--- src/rtl/pwm_seq_pkg.sv ---
`timescale 1ns/1ps
package pwm_seq_pkg;

   typedef enum logic [1:0] {
      SEQ_IDLE  = 2'd0,
      SEQ_PRIME = 2'd1,
      SEQ_RUN   = 2'd2
   } seq_state_e;

   // A leg record is unusable when it would turn on at or after its turn-off.
   function automatic logic edges_bad(input int unsigned on_cnt, input int unsigned off_cnt);
      return (on_cnt >= off_cnt);
   endfunction

endpackage

--- src/rtl/pwm_seq_ram.sv ---
`timescale 1ns/1ps
module pwm_seq_ram #(
   parameter  int DEPTH = 16,
   parameter  int RW    = 60,
   localparam int AW    = $clog2(DEPTH)
) (
   input  logic          clk,
   input  logic          wr_en,
   input  logic [AW-1:0] wr_addr,
   input  logic [RW-1:0] wr_data,
   input  logic          rd_en,
   input  logic [AW-1:0] rd_addr,
   output logic [RW-1:0] rd_q
);

   logic [RW-1:0] mem [DEPTH];

   always_ff @(posedge clk) begin
      if (wr_en) begin
         mem[wr_addr] <= wr_data;
      end
   end

   always_ff @(posedge clk) begin
      if (rd_en) begin
         rd_q <= mem[rd_addr];
      end
   end

endmodule

--- src/rtl/pwm_seq_timebase.sv ---
`timescale 1ns/1ps
module pwm_seq_timebase
   import pwm_seq_pkg::*;
#(
   parameter  int PERIOD = 800,
   parameter  int DEPTH  = 16,
   localparam int CW     = $clog2(PERIOD),
   localparam int AW     = $clog2(DEPTH)
) (
   input  logic          clk,
   input  logic          rst_n,
   input  logic          enable,
   input  logic [AW-1:0] last_addr,
   output logic [CW-1:0] cnt,
   output logic [AW-1:0] rd_addr,
   output logic          rd_en,
   output logic          load,
   output logic          run
);

   localparam logic [CW-1:0] LAST     = CW'(PERIOD - 1);
   localparam logic [CW-1:0] PRE_LAST = CW'(PERIOD - 2);

   seq_state_e    state;
   logic [AW-1:0] ptr;
   logic [AW-1:0] ptr_nxt;
   logic          wrap;

   assign ptr_nxt = (ptr >= last_addr) ? '0 : ptr + 1'b1;
   assign wrap    = (state == SEQ_RUN) && (cnt == LAST);
   assign run     = (state == SEQ_RUN);
   assign rd_addr = ptr;
   assign rd_en   = enable && ((state == SEQ_IDLE) ||
                               ((state == SEQ_RUN) && (cnt == PRE_LAST)));
   assign load    = enable && ((state == SEQ_PRIME) || wrap);

   always_ff @(posedge clk) begin
      if (!rst_n || !enable) begin
         state <= SEQ_IDLE;
         cnt   <= '0;
         ptr   <= '0;
      end else begin
         unique case (state)
            SEQ_IDLE: begin
               state <= SEQ_PRIME;
            end
            SEQ_PRIME: begin
               state <= SEQ_RUN;
               cnt   <= '0;
               ptr   <= ptr_nxt;
            end
            SEQ_RUN: begin
               if (wrap) begin
                  cnt <= '0;
                  ptr <= ptr_nxt;
               end else begin
                  cnt <= cnt + 1'b1;
               end
            end
            default: state <= SEQ_IDLE;
         endcase
      end
   end

endmodule

--- src/rtl/pwm_seq_leg.sv ---
`timescale 1ns/1ps
module pwm_seq_leg
   import pwm_seq_pkg::*;
#(
   parameter  int PERIOD = 800,
   parameter  int FINE_W = 5,
   localparam int CW     = $clog2(PERIOD),
   localparam int EW     = CW + FINE_W
) (
   input  logic              clk,
   input  logic              rst_n,
   input  logic              enable,
   input  logic              load,
   input  logic              run,
   input  logic [CW-1:0]     cnt,
   input  logic [2*EW-1:0]   rec,
   output logic              level,
   output logic [FINE_W-1:0] fine,
   output logic              bad
);

   localparam logic [CW-1:0] LAST = CW'(PERIOD - 1);

   logic [CW-1:0]     on_cnt,  off_cnt;
   logic [FINE_W-1:0] on_code, off_code;
   logic [CW-1:0]     on_cnt_n, off_cnt_n;
   logic [FINE_W-1:0] on_code_n, off_code_n;
   logic              hit_on, hit_off, at_end;

   assign on_cnt_n   = rec[CW-1:0];
   assign on_code_n  = rec[EW-1:CW];
   assign off_cnt_n  = rec[EW+CW-1:EW];
   assign off_code_n = rec[2*EW-1:EW+CW];

   assign hit_off = run && !bad && level && (cnt == off_cnt);
   assign at_end  = run && (cnt == LAST);
   assign hit_on  = run && !bad && !level && (cnt == on_cnt) && !at_end;

   always_ff @(posedge clk) begin
      if (!rst_n) begin
         on_cnt   <= '0;
         off_cnt  <= '0;
         on_code  <= '0;
         off_code <= '0;
      end else if (load) begin
         on_cnt   <= on_cnt_n;
         off_cnt  <= off_cnt_n;
         on_code  <= on_code_n;
         off_code <= off_code_n;
      end
   end

   always_ff @(posedge clk) begin
      if (!rst_n) begin
         level <= 1'b0;
         fine  <= '0;
         bad   <= 1'b0;
      end else if (!enable) begin
         level <= 1'b0;
         bad   <= 1'b0;
      end else begin
         if (load) begin
            bad <= edges_bad(32'(on_cnt_n), 32'(off_cnt_n));
         end
         if (hit_off) begin
            level <= 1'b0;
            fine  <= off_code;
         end else if (at_end) begin
            level <= 1'b0;
         end else if (hit_on) begin
            level <= 1'b1;
            fine  <= on_code;
         end
      end
   end

endmodule

--- src/rtl/pwm_seq_top.sv ---
`timescale 1ns/1ps
module pwm_seq_top #(
   parameter  int PERIOD = 800,
   parameter  int FINE_W = 5,
   parameter  int DEPTH  = 16,
   localparam int CW     = $clog2(PERIOD),
   localparam int EW     = CW + FINE_W,
   localparam int RW     = 4 * EW,
   localparam int AW     = $clog2(DEPTH)
) (
   input  logic              clk,
   input  logic              rst_n,
   input  logic              enable,
   input  logic [AW-1:0]     last_addr,
   input  logic              wr_en,
   input  logic [AW-1:0]     wr_addr,
   input  logic [RW-1:0]     wr_data,
   output logic              leg_l,
   output logic              leg_r,
   output logic [FINE_W-1:0] fine_l,
   output logic [FINE_W-1:0] fine_r,
   output logic              err_l,
   output logic              err_r
);

   localparam int NLEG = 2;

   if (PERIOD < 4) begin : g_bad_period
      $error("pwm_seq_top: PERIOD must be at least 4");
   end
   if (FINE_W < 1) begin : g_bad_fine
      $error("pwm_seq_top: FINE_W must be at least 1");
   end
   if ((DEPTH < 2) || ((1 << AW) != DEPTH)) begin : g_bad_depth
      $error("pwm_seq_top: DEPTH must be a power of two, at least 2");
   end

   logic [CW-1:0]     cnt;
   logic [AW-1:0]     rd_addr;
   logic              rd_en, load, run;
   logic [RW-1:0]     rd_q;
   logic [NLEG-1:0]   lvl_q, bad_q;
   logic [FINE_W-1:0] fine_q [NLEG];

   pwm_seq_ram #(.DEPTH(DEPTH), .RW(RW)) u_ram (
      .clk     (clk),
      .wr_en   (wr_en),
      .wr_addr (wr_addr),
      .wr_data (wr_data),
      .rd_en   (rd_en),
      .rd_addr (rd_addr),
      .rd_q    (rd_q)
   );

   pwm_seq_timebase #(.PERIOD(PERIOD), .DEPTH(DEPTH)) u_tb (
      .clk       (clk),
      .rst_n     (rst_n),
      .enable    (enable),
      .last_addr (last_addr),
      .cnt       (cnt),
      .rd_addr   (rd_addr),
      .rd_en     (rd_en),
      .load      (load),
      .run       (run)
   );

   for (genvar g = 0; g < NLEG; g++) begin : g_leg
      pwm_seq_leg #(.PERIOD(PERIOD), .FINE_W(FINE_W)) u_leg (
         .clk    (clk),
         .rst_n  (rst_n),
         .enable (enable),
         .load   (load),
         .run    (run),
         .cnt    (cnt),
         .rec    (rd_q[g*2*EW +: 2*EW]),
         .level  (lvl_q[g]),
         .fine   (fine_q[g]),
         .bad    (bad_q[g])
      );
   end

   assign leg_l  = lvl_q[0];
   assign leg_r  = lvl_q[1];
   assign fine_l = fine_q[0];
   assign fine_r = fine_q[1];
   assign err_l  = bad_q[0];
   assign err_r  = bad_q[1];

endmodule

--- config.mk ---
export PLATFORM = sky130hd
export DESIGN_NAME = pwm_seq_top
export DESIGN_NICKNAME = d
export VERILOG_FILES = /design/src/rtl/pwm_seq_pkg.sv /design/src/rtl/pwm_seq_ram.sv /design/src/rtl/pwm_seq_timebase.sv /design/src/rtl/pwm_seq_leg.sv /design/src/rtl/pwm_seq_top.sv
export SDC_FILE = /design/constraint.sdc
export NUM_CORES = 1
export LEC_CHECK = 0
export ABC_AREA = 1
export BUFFER_PORTS_ARGS = -buffer_cell sky130_fd_sc_hd__buf_2
export CAP_MARGIN = 20
export CORE_AREA = 3 3 224 446
export DETAILED_ROUTE_END_ITERATION = 10
export DIE_AREA = 0 0 227 449
export GPL_ROUTABILITY_DRIVEN = 0
export GPL_TIMING_DRIVEN = 0
export PLACE_DENSITY_LB_ADDON = 0.25
export RECOVER_POWER = 25
export SLEW_MARGIN = 20
export SYNTH_ARGS = -nofsm -noshare
export SYNTH_HDL_FRONTEND = slang
export SYNTH_HIERARCHICAL = 1
export SYNTH_SLANG_ARGS = --single-unit
--- constraint.sdc ---
create_clock -name clk -period 4.6 [get_ports clk]
set_input_delay 0.46 -clock clk [delete_from_list [all_inputs] [get_ports clk]]
set_output_delay 0.46 -clock clk [all_outputs]
set_load 0.01 [all_outputs]
==> results.sh <==
export IMPL_antenna_violating_nets_post_route=0
export IMPL_grt_pass1_wl_microns=194000
export IMPL_worstMarginPinSlew_ps=1180
export IMPL_total_of_cells_resized_after_clock_tree_synthesis=0
export IMPL_synth_top_cell_area_share=0.635
export IMPL_power_density_nw_per_um2=375
export IMPL_status="finished, final reports clean"
export IMPL_synthDistinctLibCells=33
export IMPL_clock_root_buffer="sky130_fd_sc_hd__clkbuf_16"
export IMPL_die_area_sq_um=102000
export IMPL_clk_insertion_delay_late_ps=700
export IMPL_overflow=0
export IMPL_regToRegEndpoint="g_leg[0].u_leg/on_code[3]"
export IMPL_fin_area_sq_um=54700
export IMPL_hold_start="enable"
export IMPL_finClkSkew_ps=28.1
export IMPL_crit_chain="ha_1 -> nand2_1 -> nor2_2 -> nand3_4 -> a21oi_2 -> inv_1 -> clkbuf_1 -> nor2_1 -> nor2_1"
export IMPL_post_dp_hpwl_microns=94100
export IMPL_r2r_worst_path_cells=9
export IMPL_critical_path_peak_fanout=13
export IMPL_post_route_period_util=0.707
export IMPL_synthMostInstantiatedCell="sky130_fd_sc_hd__nand2_1"
export IMPL_initial_core_utilization=0.500
export IMPL_totalNegativeSetupSlack_ps=0
export IMPL_post_synth_inst_count=4780
export IMPL_tritoncts_clock_tree="yes"
export IMPL_port_buffers=85
export IMPL_row_cnt=161
export IMPL_remaining_drc_errors=0
export IMPL_tritoncts_num_sinks=1110
export IMPL_first_global_vias=32900
export IMPL_finalSetupViolations=0
export IMPL_ys_flop_type="sky130_fd_sc_hd__edfxtp_1"
export IMPL_antenna_violations_before_repair=15
export IMPL_cp_start_kind="flop"
export IMPL_synth_enable_flop_cells=1020
export IMPL_synth_top_area_cell="sky130_fd_sc_hd__edfxtp_1"
export IMPL_path_clk_slew_ps=60
export IMPL_synth_cell_area_sq_um=48200
export IMPL_r2r_start="u_tb/cnt[1]"
export IMPL_fin_nets=5116
export IMPL_timing_worst_setup_path_type="flop to flop"
export IMPL_drive_gt1_frac=0.0914
export IMPL_detail_route_wl_per_cell_microns=21.2
export IMPL_core_area_sq_um=96500
export IMPL_fin_worst_hold_slack_ps=164
export IMPL_maximum_vdd_ir_drop_mv=0.246
export IMPL_vias_per_cell=5.33
export IMPL_area_after_dpl_sq_um=51600
export IMPL_netlist_top_cells_count="sky130_fd_sc_hd__nand2_1, sky130_fd_sc_hd__edfxtp_1, sky130_fd_sc_hd__inv_1"
export IMPL_yosys_warnings=6
export IMPL_top_level_ports=86
export IMPL_worst_setup_path_end_kind="flop"
export IMPL_slowest_delay_ps=800
export IMPL_min_period_ps=3250
export IMPL_synthesis_nets=4884
export IMPL_synth_yosys_seq_area_share=0.672
export IMPL_critical_path_top_cell_by_count="sky130_fd_sc_hd__nor2_1"
export IMPL_htree_levels=3
export IMPL_cp_required_ps=5170
export IMPL_timing_hold_worst_path_depth=3
export IMPL_fraction_of_registers_with_async_set_reset=0
export IMPL_area_growth_pct=13.5
export IMPL_largest_net_degree_at_the_start_of_global_routing=26
export IMPL_cp_data_arrival_time_ps=3820
export IMPL_hold_path_class="primary input to flop"
export IMPL_rsz0062_at_grt="false"
export IMPL_cts_hold_buf=0
export IMPL_synth_seq_cells=1110
export IMPL_report_power_total_uw=20500
export IMPL_die_width_microns=227
export IMPL_synth_avg_cell_area_sq_um=10.1
export IMPL_max_clock_freq_mhz=307
export IMPL_dp_slack_ps=1360
export IMPL_die_height_microns=449
export IMPL_post_cts_buffers=0
export IMPL_vias=33600
export IMPL_routed_wl_microns=134000
export IMPL_rrSetupSlack_ps=1350
export IMPL_grtUsageTotal=0.260
export IMPL_worst_slew_margin_rel=0.211
export IMPL_critical_path_slowest_cell="sky130_fd_sc_hd__dfxtp_1"
export IMPL_clock_tree_buffer_depth=3
export IMPL_min_to="g_leg[1].u_leg/bad"
export IMPL_final_hold_violation_count=0
export IMPL_numCtsBuffers=93
export IMPL_drt_initial_violations=2666
export IMPL_setup_ws_ps=1350
export IMPL_dr_pass1_iters=6
export IMPL_leakage_power_uw=0.0231
export IMPL_maxSlewViolCount=0
export IMPL_drv_cap=0
export IMPL_post_synth_main_area_contributors="sky130_fd_sc_hd__edfxtp_1, sky130_fd_sc_hd__nand2_1, sky130_fd_sc_hd__nand3_1"
## layer usage
layer / vias to the layer above / GRT usage / part of all wire
li1: 15900 / - / -
met1: 16000 / 0.271 / 0.33
met2: 1354 / 0.486 / 0.54
met3: 420 / 0.0405 / 0.066
met4: 10 / 0.150 / 0.062
met5: - / 0 / 0.00053
## through the flow
stage	cells	util
after floorplan	4780	-
after global placement	6087	0.520
after detailed placement	6139	0.535
after CTS	6310	0.568
after global routing	6311	0.567
final	6316	0.567
## logic make-up after synthesis
kind of cell | after synthesis | synth area share
AO/OA/AOI/OAI | 146 | 0.0157
XOR/XNOR | 13 | 0.00236
adder cells (fa/ha/maj) | 32 | 0.00830
buffers and inverters | 1068 | 0.0892
flip-flops | 1110 | 0.672
AND/OR/NAND/NOR | 2411 | 0.212
## registers in the layout, summed over array words and instances (netlist names)
| register | count |
|---|---|
| u_tb/cnt | 10 |
| u_tb/state | 2 |
| g_leg.u_leg/fine | 10 |
| g_leg.u_leg/off_code | 10 |
| u_ram/mem | 960 |
| u_ram/rd_q | 60 |
| u_tb/rd_addr | 4 |
| g_leg.u_leg/level | 2 |
| g_leg.u_leg/bad | 2 |
| g_leg.u_leg/off_cnt | 20 |
| g_leg.u_leg/on_cnt | 20 |
| g_leg.u_leg/on_code | 10 |
## layout by cell type, fill, tap and decap left out, types with 14 or more instances in the layout
master / count
sky130_fd_sc_hd__buf_4: 24
sky130_fd_sc_hd__o21ai_0: 73
sky130_fd_sc_hd__nor2_1: 117
sky130_fd_sc_hd__ha_1: 32
sky130_fd_sc_hd__buf_16: 37
sky130_fd_sc_hd__clkbuf_1: 122
sky130_fd_sc_hd__nor2_4: 21
sky130_fd_sc_hd__edfxtp_1: 1020
sky130_fd_sc_hd__a21oi_1: 62
sky130_fd_sc_hd__clkbuf_16: 96
sky130_fd_sc_hd__buf_2: 155
sky130_fd_sc_hd__nand3_1: 743
sky130_fd_sc_hd__inv_2: 21
sky130_fd_sc_hd__nor2_2: 15
sky130_fd_sc_hd__inv_1: 825
sky130_fd_sc_hd__nand2_1: 1476
sky130_fd_sc_hd__clkinv_1: 22
sky130_fd_sc_hd__bufinv_16: 14
sky130_fd_sc_hd__dfxtp_1: 90
## how the worst max path moves through the flow
stage / from / endpoint / slack, ps / cells past startpoint
5_1_grt: u_tb/state[0] / g_leg[1].u_leg/on_cnt[6] / 1310 / 11
3_3_place_gp: u_tb/state[0] / u_ram/rd_q[17] / -2170 / 7
3_5_place_dp: u_tb/cnt[1] / g_leg[0].u_leg/on_code[3] / 1360 / 9
6_report: u_tb/cnt[1] / g_leg[0].u_leg/on_code[3] / 1350 / 9
4_1_cts: u_tb/cnt[1] / g_leg[0].u_leg/on_code[3] / 1360 / 9
2_1_floorplan: u_tb/state[0] / u_ram/rd_q[0] / 60 / 7
## power breakdown
group / internal (uW) / switching [uW] / leakage (uW)
logic: 290 / 726 / 0.0116
registers: 11300 / 88.1 / 0.00998
clock network: 4620 / 3540 / 0.00152
total: 16200 / 4350 / 0.0231
## area by class of cell
class	count	area, sq um
antenna	6	15.0
buffer	219	1120
clock buffer	111	2460
clock inverter	60	677
fill	7947	41800
inverter	849	3190
multi-input combinational	2602	11600
sequential	1110	32400
tap	1222	1530
timing repair buffer	137	1690
## worst max-delay path, delay by kind of cell, from the launching register on
family | cells | cell delay (ps)
simple gates | 5 | 830
flops | 1 | 800
compound gates | 1 | 740
buf+inv | 2 | 450
fa+ha+maj | 1 | 310
No activity file was read; power rests on OpenSTA's default activity.
